## src/rtl/llsc_pkg.sv

```systemverilog
package llsc_pkg;
  typedef enum logic [1:0] {
    OP_LL  = 2'd0,
    OP_SC  = 2'd1,
    OP_WR  = 2'd2,
    OP_INV = 2'd3
  } llsc_op_e;
endpackage

```

## src/rtl/llsc_range_cmp.sv

```systemverilog
// Range and context comparison between one table entry and the request.
module llsc_range_cmp #(
  parameter int CTX_W  = 4,
  parameter int ADDR_W = 16
) (
  input  logic [CTX_W-1:0]  ent_ctx,
  input  logic [ADDR_W-1:0] ent_lo,
  input  logic [ADDR_W-1:0] ent_hi,
  input  logic [CTX_W-1:0]  req_ctx,
  input  logic [ADDR_W-1:0] req_lo,
  input  logic [ADDR_W-1:0] req_hi,
  output logic              same_ctx,
  output logic              covers,
  output logic              overlaps
);
  assign same_ctx = (ent_ctx == req_ctx);
  // request range lies wholly inside the entry range
  assign covers   = (req_lo >= ent_lo) && (req_hi <= ent_hi);
  // the two ranges share at least one byte
  assign overlaps = (req_lo <= ent_hi) && (req_hi >= ent_lo);
endmodule

```

## src/rtl/llsc_age_order.sv

```systemverilog
// Pairwise age matrix: older_q[i][j] = 1 means slot i was filled before slot j.
module llsc_age_order #(
  parameter int DEPTH = 4
) (
  input  logic             clk,
  input  logic             rst_n,
  input  logic [DEPTH-1:0] ins_vec,
  input  logic [DEPTH-1:0] live_vec,
  input  logic [DEPTH-1:0] pick_mask,
  output logic [DEPTH-1:0] oldest_vec,
  output logic [DEPTH-1:0] newest_vec
);
  logic [DEPTH-1:0] older_q [DEPTH];

  always_ff @(posedge clk) begin
    if (!rst_n) begin
      for (int i = 0; i < DEPTH; i++) older_q[i] <= '0;
    end else begin
      for (int i = 0; i < DEPTH; i++) begin
        for (int j = 0; j < DEPTH; j++) begin
          if (i != j) begin
            if (ins_vec[i])      older_q[i][j] <= 1'b0;
            else if (ins_vec[j]) older_q[i][j] <= 1'b1;
          end
        end
      end
    end
  end

  always_comb begin
    for (int i = 0; i < DEPTH; i++) begin
      logic old_ok;
      logic new_ok;
      old_ok = 1'b1;
      new_ok = 1'b1;
      for (int j = 0; j < DEPTH; j++) begin
        if (i != j) begin
          old_ok = old_ok & (~live_vec[j]  | older_q[i][j]);
          new_ok = new_ok & (~pick_mask[j] | older_q[j][i]);
        end
      end
      oldest_vec[i] = live_vec[i]  & old_ok;
      newest_vec[i] = pick_mask[i] & new_ok;
    end
  end
endmodule

```

## src/rtl/llsc_monitor.sv

```systemverilog
module llsc_monitor #(
  parameter int DEPTH  = 4,
  parameter int CTX_W  = 4,
  parameter int ADDR_W = 16,
  parameter int SIZE_W = 8
) (
  input  logic                       clk,
  input  logic                       rst_n,
  input  logic                       req_valid,
  input  logic [1:0]                 req_kind,
  input  logic [CTX_W-1:0]           req_ctx,
  input  logic [ADDR_W-1:0]          req_addr,
  input  logic [SIZE_W-1:0]          req_size,
  output logic                       rsp_valid,
  output logic                       rsp_ok,
  output logic                       resv_live,
  output logic [$clog2(DEPTH+1)-1:0] resv_count
);
  import llsc_pkg::*;

  localparam int CNT_W = $clog2(DEPTH+1);

  // Last byte of a request, clamped at the top of the address space.
  function automatic logic [ADDR_W-1:0] span_high(input logic [ADDR_W-1:0] a,
                                                  input logic [SIZE_W-1:0] s);
    logic [ADDR_W:0] sum;
    logic [ADDR_W:0] ext;
    ext = (s == '0) ? (ADDR_W+1)'(1) : (ADDR_W+1)'(s);
    sum = {1'b0, a} + ext - (ADDR_W+1)'(1);
    return sum[ADDR_W] ? {ADDR_W{1'b1}} : sum[ADDR_W-1:0];
  endfunction

  // One-hot of the lowest set bit.
  function automatic logic [DEPTH-1:0] lowest_one(input logic [DEPTH-1:0] v);
    logic [DEPTH-1:0] r;
    logic             seen;
    r    = '0;
    seen = 1'b0;
    for (int i = 0; i < DEPTH; i++) begin
      if (v[i] && !seen) begin
        r[i] = 1'b1;
        seen = 1'b1;
      end
    end
    return r;
  endfunction

  // table storage
  logic [DEPTH-1:0]  valid_q;
  logic [CTX_W-1:0]  ctx_q [DEPTH];
  logic [ADDR_W-1:0] lo_q  [DEPTH];
  logic [ADDR_W-1:0] hi_q  [DEPTH];

  // request decode
  logic [ADDR_W-1:0] rq_lo;
  logic [ADDR_W-1:0] rq_hi;
  logic is_ll, is_sc, is_wr, is_inv;

  assign rq_lo  = req_addr;
  assign rq_hi  = span_high(req_addr, req_size);
  assign is_ll  = req_valid && (req_kind == OP_LL);
  assign is_sc  = req_valid && (req_kind == OP_SC);
  assign is_wr  = req_valid && (req_kind == OP_WR);
  assign is_inv = req_valid && (req_kind == OP_INV);

  // per-entry comparisons
  logic [DEPTH-1:0] same_v, cover_v, over_v;

  for (genvar g = 0; g < DEPTH; g++) begin : g_cmp
    llsc_range_cmp #(.CTX_W(CTX_W), .ADDR_W(ADDR_W)) u_cmp (
      .ent_ctx  (ctx_q[g]),
      .ent_lo   (lo_q[g]),
      .ent_hi   (hi_q[g]),
      .req_ctx  (req_ctx),
      .req_lo   (rq_lo),
      .req_hi   (rq_hi),
      .same_ctx (same_v[g]),
      .covers   (cover_v[g]),
      .overlaps (over_v[g])
    );
  end

  // named internal events
  logic [DEPTH-1:0] ll_kill;     // overlapping, any context
  logic [DEPTH-1:0] other_kill;  // overlapping, foreign context
  logic [DEPTH-1:0] sc_match;    // same context and covering
  logic [DEPTH-1:0] sc_pick;     // newest matching entry
  logic [DEPTH-1:0] oldest;
  logic [DEPTH-1:0] ll_free;
  logic [DEPTH-1:0] ins_slot;
  logic [DEPTH-1:0] ins_vec;
  logic             ev_sc_hit;
  logic             ev_evict;
  logic             ev_ll_kill_any;
  logic             ev_wr_fast;

  assign ll_kill        = valid_q & over_v;
  assign other_kill     = valid_q & over_v & ~same_v;
  assign sc_match       = valid_q & same_v & cover_v;
  assign ev_sc_hit      = |sc_match;
  assign ll_free        = ~(valid_q & ~ll_kill);
  assign ev_ll_kill_any = is_ll && (|ll_kill);
  assign ev_evict       = is_ll && !(|ll_free);
  assign ev_wr_fast     = is_wr && (valid_q == '0);
  assign ins_slot       = (|ll_free) ? lowest_one(ll_free) : oldest;
  assign ins_vec        = is_ll ? ins_slot : '0;

  llsc_age_order #(.DEPTH(DEPTH)) u_age (
    .clk        (clk),
    .rst_n      (rst_n),
    .ins_vec    (ins_vec),
    .live_vec   (valid_q),
    .pick_mask  (sc_match),
    .oldest_vec (oldest),
    .newest_vec (sc_pick)
  );

  // next state of the valid vector
  logic [DEPTH-1:0] valid_d;
  logic             ok_d;

  always_comb begin
    valid_d = valid_q;
    ok_d    = 1'b1;
    if (is_ll)  valid_d = (valid_q & ~ll_kill) | ins_slot;
    if (is_sc) begin
      valid_d = valid_q & ~(sc_pick | other_kill);
      ok_d    = ev_sc_hit;
    end
    if (is_wr)  valid_d = valid_q & ~other_kill;
    if (is_inv) valid_d = '0;
  end

  always_ff @(posedge clk) begin
    if (!rst_n) begin
      valid_q   <= '0;
      rsp_valid <= 1'b0;
      rsp_ok    <= 1'b0;
    end else begin
      valid_q   <= valid_d;
      rsp_valid <= req_valid;
      rsp_ok    <= req_valid ? ok_d : 1'b0;
    end
  end

  always_ff @(posedge clk) begin
    if (!rst_n) begin
      for (int i = 0; i < DEPTH; i++) begin
        ctx_q[i] <= '0;
        lo_q[i]  <= '0;
        hi_q[i]  <= '0;
      end
    end else begin
      for (int i = 0; i < DEPTH; i++) begin
        if (ins_vec[i]) begin
          ctx_q[i] <= req_ctx;
          lo_q[i]  <= rq_lo;
          hi_q[i]  <= rq_hi;
        end
      end
    end
  end

  // occupancy
  always_comb begin
    resv_count = '0;
    for (int i = 0; i < DEPTH; i++) resv_count = resv_count + CNT_W'(valid_q[i]);
  end
  assign resv_live = |valid_q;

endmodule

```

## config.mk

```make
export PLATFORM = sky130hd
export DESIGN_NAME = llsc_monitor
export DESIGN_NICKNAME = d
export VERILOG_FILES = /design/src/rtl/llsc_pkg.sv /design/src/rtl/llsc_range_cmp.sv /design/src/rtl/llsc_age_order.sv /design/src/rtl/llsc_monitor.sv
export SDC_FILE = /design/constraint.sdc
export NUM_CORES = 1
export LEC_CHECK = 0
export BUFFER_PORTS_ARGS = -buffer_cell sky130_fd_sc_hd__buf_2
export CORE_UTILIZATION = 45
export CTS_CLUSTER_SIZE = 20
export DETAILED_ROUTE_END_ITERATION = 10
export PLACE_DENSITY_LB_ADDON = 0.1
export SLEW_MARGIN = 20
export SYNTH_ARGS = -nofsm -noshare
export SYNTH_HDL_FRONTEND = slang
export SYNTH_HIERARCHICAL = 1
export SYNTH_SLANG_ARGS = --single-unit
export TNS_END_PERCENT = 10
```

## constraint.sdc

```tcl
create_clock -name clk -period 8.5 [get_ports clk]
set_input_delay 1.7 -clock clk [delete_from_list [all_inputs] [get_ports clk]]
set_output_delay 1.7 -clock clk [all_outputs]
set_load 0.05 [all_outputs]
```

## After elaboration in Yosys (flattened, before gate mapping)

Memories as Yosys holds them, arrays and structs flattened.
Cells that the tools add are included.

- Bits in registers: 6
- Memory bits (writable): 160
- Memories kept: 4

Memories:

| name | depth | bits a word | read ports | clocked after memory_dff | write ports | line | RTL |
|---|---|---|---|---|---|---|---|
| hi_q | 4 | 16 | 4 | 0 | 4 | llsc_monitor.sv:52 | `logic [ADDR_W-1:0] hi_q [DEPTH];` |
| lo_q | 4 | 16 | 4 | 0 | 4 | llsc_monitor.sv:51 | `logic [ADDR_W-1:0] lo_q [DEPTH];` |
| ctx_q | 4 | 4 | 4 | 0 | 4 | llsc_monitor.sv:50 | `logic [CTX_W-1:0] ctx_q [DEPTH];` |
| u_age.older_q | 4 | 4 | 4 | 0 | 4 | llsc_age_order.sv:13 | `logic [DEPTH-1:0] older_q [DEPTH];` |

- Add/subtract/negate cells: 5
- Order comparisons: 16
- Eq/ne operators: 7
- Multiplexer cells: 99
- Bitwise gates (word level): 107
- Reductions and logical operators: 26

Operator list:

| cell | number |
|---|---|
| two-way mux 16 bit | 9 |
| greater-or-equal comparator 16 bit | 8 |
| <= comparator 16 bit | 8 |
| two-way mux 1 bit | 80 |
| bitwise OR 1 bit | 60 |
| two-way mux 4 bit | 9 |
| AND 4 bit | 7 |
| AND 1 bit | 24 |
| NOT 4 bit | 5 |
| adder 16 x 8 -> 17 bit | 1 |
| subtractor 17 x 1 -> 17 bit, second input constant | 1 |
| equality test 4 bit | 4 |
| logical AND 1 bit | 15 |
| OR reduction 4 bit | 3 |
| NOT 1 bit | 9 |
| logical NOT 8 bit | 1 |
| two-way mux 8 bit | 1 |
| bitwise OR 4 bit | 2 |
| equality test 2 bit, second input constant | 2 |
| adder 2 x 1 -> 3 bit | 1 |
| adder 3 x 1 -> 3 bit | 1 |
| logical NOT 1 bit | 3 |
| nonzero test 3 bit | 1 |
| adder 1 x 1 -> 2 bit | 1 |
| other kinds (4) | 4 |

## Depth between registers and ports, before layout

- Depth after elaboration: 28
- Mapped depth: 26
- Depth with buffers taken out: 26

## Hierarchy

The synthesis kept the hierarchy.

By module, submodules not included:

| module | times used | cells each | area an instance (µm²) |
|---|---|---|---|
| llsc_monitor | 1 | 554 | 6643.9 |
| llsc_range_cmp | 4 | 196 | 1496.4 |
| llsc_age_order | 1 | 69 | 757.0 |

## Worst setup path before layout

No wires, ideal clock.

- Kind: input port to flip-flop
- Start: input req_size[5]
- End: memory ctx_q[1][0] (enable)
- Setup time: 0.479 ns
- Data arrival time: 7.977 ns
- Required time: 8.021 ns
- Slack: 0.043 ns
- Cell stages on the path: 20
- Path buffers: 0
- Cells stage by stage: nor4_1 a41oi_1 ha_1 inv_1 ha_1 fa_1 a211oi_1 o211ai_1 and4_1 or3_1 a21oi_1 inv_1 ha_1 nand4_1 a2111oi_0 o32a_2 nand2b_1 nor2_1 a21boi_0 o21ai_0

RTL lines:

| item | line | RTL |
|---|---|---|
| start: declaration | llsc_monitor.sv:13 | `input logic [SIZE_W-1:0] req_size,` |
| end: declaration | llsc_monitor.sv:50 |  |

==> metrics.txt <==
status finished, final reports clean; die area 30400 µm²; drt wl/cell 22.1 µm; Clock Sinks 162; final hold violations 0; Syn-to-layout area delta 11.2%; Final HPWL DP 32200 µm; critical-path maximum fanout 32; cts repair resizes 0; Slew HR 49.3%; flops & latches, synth 162; syn_area_per_cell 9.51 µm²; number of global-route vias before repair 10452; Final Skew 12.1 ps; type of the tightest min-delay check register to register; CP required 8670 ps; # Post-CTS Setup Buffers 0; root buffer cell clkbuf_16; Nets 1801; initial antenna violation count 0; Synth cell types 56; Syn Nets 1724; Startpoint Class primary input; H-tree levels 4; asr flop ratio synth 0%; GR Overflow Total 0; DRC 0; Clock Path Buffers 2; DR vias 10760; critical path's top delay family compound AO/OA/AOI/OAI gates; Buf/Inv on CP 5; critical path type primary input to register; Layout Cells excl Fill 1882; EDFF count, synth 156; Reg area 4800 µm²; Inserted Clock Buffers 17; area of the multi-input gates 7740 µm²; Placer Congestion 0.921; CTS tree built; Arr. time, crit path 7790 ps; Routed Antenna Nets 0; chip height 174 µm; initial core utilization 46.1%; DRT Pass-1 Iters 5; Fmax 0.131 GHz; Leak Pwr 6.81 nW; largest net degree at the start of global routing 33; commonest register cell after synthesis edfxtp_1; VDD IR max 106 µV; Tcrit/Tclk final 89.7%; first-pass GRT wire length 63600 µm; most frequent cells in the layout ha_1 (282), inv_1 (205), nor2_1 (171); YS warnings 6; hold_buf cts 0; Core ar. 29000 µm²; Least-Margin Pin Slew 753 ps; placed insts 1849; PortBufs 38; # rows 62; Worst path max stage delay 470 ps; clock-pin slew on the worst setup and hold paths 70 ps; I/O pins 39; final setup violation count 0; ratio of cells with drive above 1 in the final layout 10.0%; 1st-iter DRT viols 938; Filler Cell Count 2775; Tot GR Track Use 28.3%; setup TNS 0 ps; clock latency on the worst-skew pair 440 ps; crit path cell chain buf_2, inv_1, ha_1, inv_1, ha_1, fa_1, a211oi_1, o211ai_1, and4_1, or3_1, a21oi_1, inv_1, ha_1, nand4_1, a2111oi_0, o32a_2, nand2b_1, nor2_1, a21boi_0, nor2_1, nand2_1, buf_4, nor2_1; Min Clock Period, post-route 7620 ps; crit end category register; WL final 41700 µm; PnR Total Power 2.50 mW; die width 174 µm; slowest stage cell, crit path a21oi_1; commonest non-fill, non-tap cell in the layout ha_1; Mapped Area 13400 µm²; Via density 5.72; register area share after synthesis 35.9%; Max Slew Vio Count 0; Synth Instances 1407; PD cells 168 nW/µm²; Max Cap Violations 0; RSZ-0062 raised after global routing false
==> where the power goes <==
part | switching, mW | internal, mW | leakage [nW]
clock network | 0.362 | 0.396 | 0.262
registers | 0.0109 | 0.904 | 1.67
logic | 0.537 | 0.294 | 4.87
total | 0.909 | 1.59 | 6.81
==> stage by stage <==
| step | hold WS [ps] | cell area (µm²) | setup WS, ps | util, % |
|---|---|---|---|---|
| floorplan | 530 | 13400 | 43.3 | - |
| global placement | 615 | 14300 | 568 | 49.4 |
| detailed placement | 605 | 14300 | 514 | 49.4 |
| CTS | 615 | 14900 | 951 | 51.3 |
| global route | 652 | 14900 | 471 | 51.3 |
| finish | 629 | 14900 | 878 | 51.3 |
==> metal layers <==
metal | wire [µm] | GRT usage (%) | vias up
li1 | - | - | 5232
met1 | 20300 | 41.9 | 5149
met2 | 18000 | 43.5 | 338
met3 | 2610 | 3.17 | 41
met4 | 820 | 7.75 | 0
met5 | 0 | 0 | -
==> registers in the layout, summed over array words and instances (netlist names) <==
signal	count
lo_q	64
ctx_q	16
u_age/older_q	12
valid_q	4
rsp_valid	1
rsp_ok	1
hi_q	64
==> final timing paths <==
path	endpoint	slack, ps	depth (start not counted)	startpoint
max	lo_q[1][8]$_SDFFCE_PN0P_	880	23	req_addr[1]
min	valid_q[0]$_SDFFE_PP0P_	630	2	valid_q[0]$_SDFFE_PP0P_
max reg2reg	lo_q[1][8]$_SDFFCE_PN0P_	4580	14	hi_q[2][5]$_SDFFCE_PN0P_
min reg2reg	valid_q[0]$_SDFFE_PP0P_	630	2	valid_q[0]$_SDFFE_PP0P_
==> tightest hold or removal path, delay by kind of cell (launching register included) <==
kind               cells  cell delay [ps]
DFF                    1              390
and+or+nand+nor        1               40
AOI/OAI and AO/OA      1              150
==> area by class of cell <==
| cell class | instances | share of cell area (%) |
|---|---|---|
| Clock buffer | 20 | 3.07 |
| Tap cell | 384 | 3.23 |
| Multi-Input combinational cell | 1017 | 52.0 |
| Inverter | 212 | 5.35 |
| Clock inverter | 12 | 0.664 |
| Timing Repair Buffer | 74 | 3.35 |
| Sequential cell | 162 | 32.3 |
| Antenna cell | 1 | 0.0168 |
==> cell usage after synthesis (2+ instances only) <==
| library cell | count | area [µm²] |
|---|---|---|
| a2111oi_0 | 13 | 114 |
| a211oi_1 | 24 | 180 |
| a21boi_0 | 3 | 22.5 |
| a21o_1 | 15 | 113 |
| a21oi_1 | 90 | 450 |
| a21oi_2 | 8 | 70.1 |
| a221o_1 | 8 | 80.1 |
| a31o_2 | 2 | 17.5 |
| a31oi_1 | 3 | 18.8 |
| a41oi_1 | 2 | 17.5 |
| and2_1 | 12 | 75.1 |
| and3_1 | 22 | 138 |
| and3b_2 | 2 | 20.0 |
| and4_1 | 2 | 17.5 |
| buf_2 | 4 | 20.0 |
| clkbuf_1 | 11 | 41.3 |
| dfxtp_1 | 6 | 120 |
| edfxtp_1 | 156 | 4680 |
| fa_1 | 2 | 40.0 |
| ha_1 | 282 | 3530 |
| inv_1 | 205 | 769 |
| inv_2 | 7 | 26.3 |
| nand2_1 | 69 | 259 |
| nand2b_1 | 34 | 213 |
| nand3_1 | 22 | 110 |
| nand4_1 | 41 | 257 |
| nor2_1 | 171 | 642 |
| nor2_2 | 7 | 43.8 |
| nor2b_1 | 20 | 125 |
| nor3_1 | 12 | 60.1 |
| nor3b_1 | 6 | 45.0 |
| nor4_1 | 18 | 113 |
| o2111a_1 | 8 | 90.1 |
| o211ai_1 | 11 | 82.6 |
| o21ai_0 | 52 | 260 |
| o22ai_1 | 2 | 12.5 |
| o31ai_1 | 4 | 30.0 |
| o32a_2 | 8 | 90.1 |
| xnor2_1 | 8 | 70.1 |
| xor2_1 | 19 | 166 |
==> cell families after synthesis <==
kind of cell | Yosys count | share of synthesized area (%)
xor+xnor | 27 | 1.77
buf+inv | 228 | 6.46
fa+ha+maj | 284 | 26.7
flops | 162 | 35.9
compound gates | 262 | 13.0
simple gates | 444 | 16.2
No activity file was read; power rests on OpenSTA's default activity.
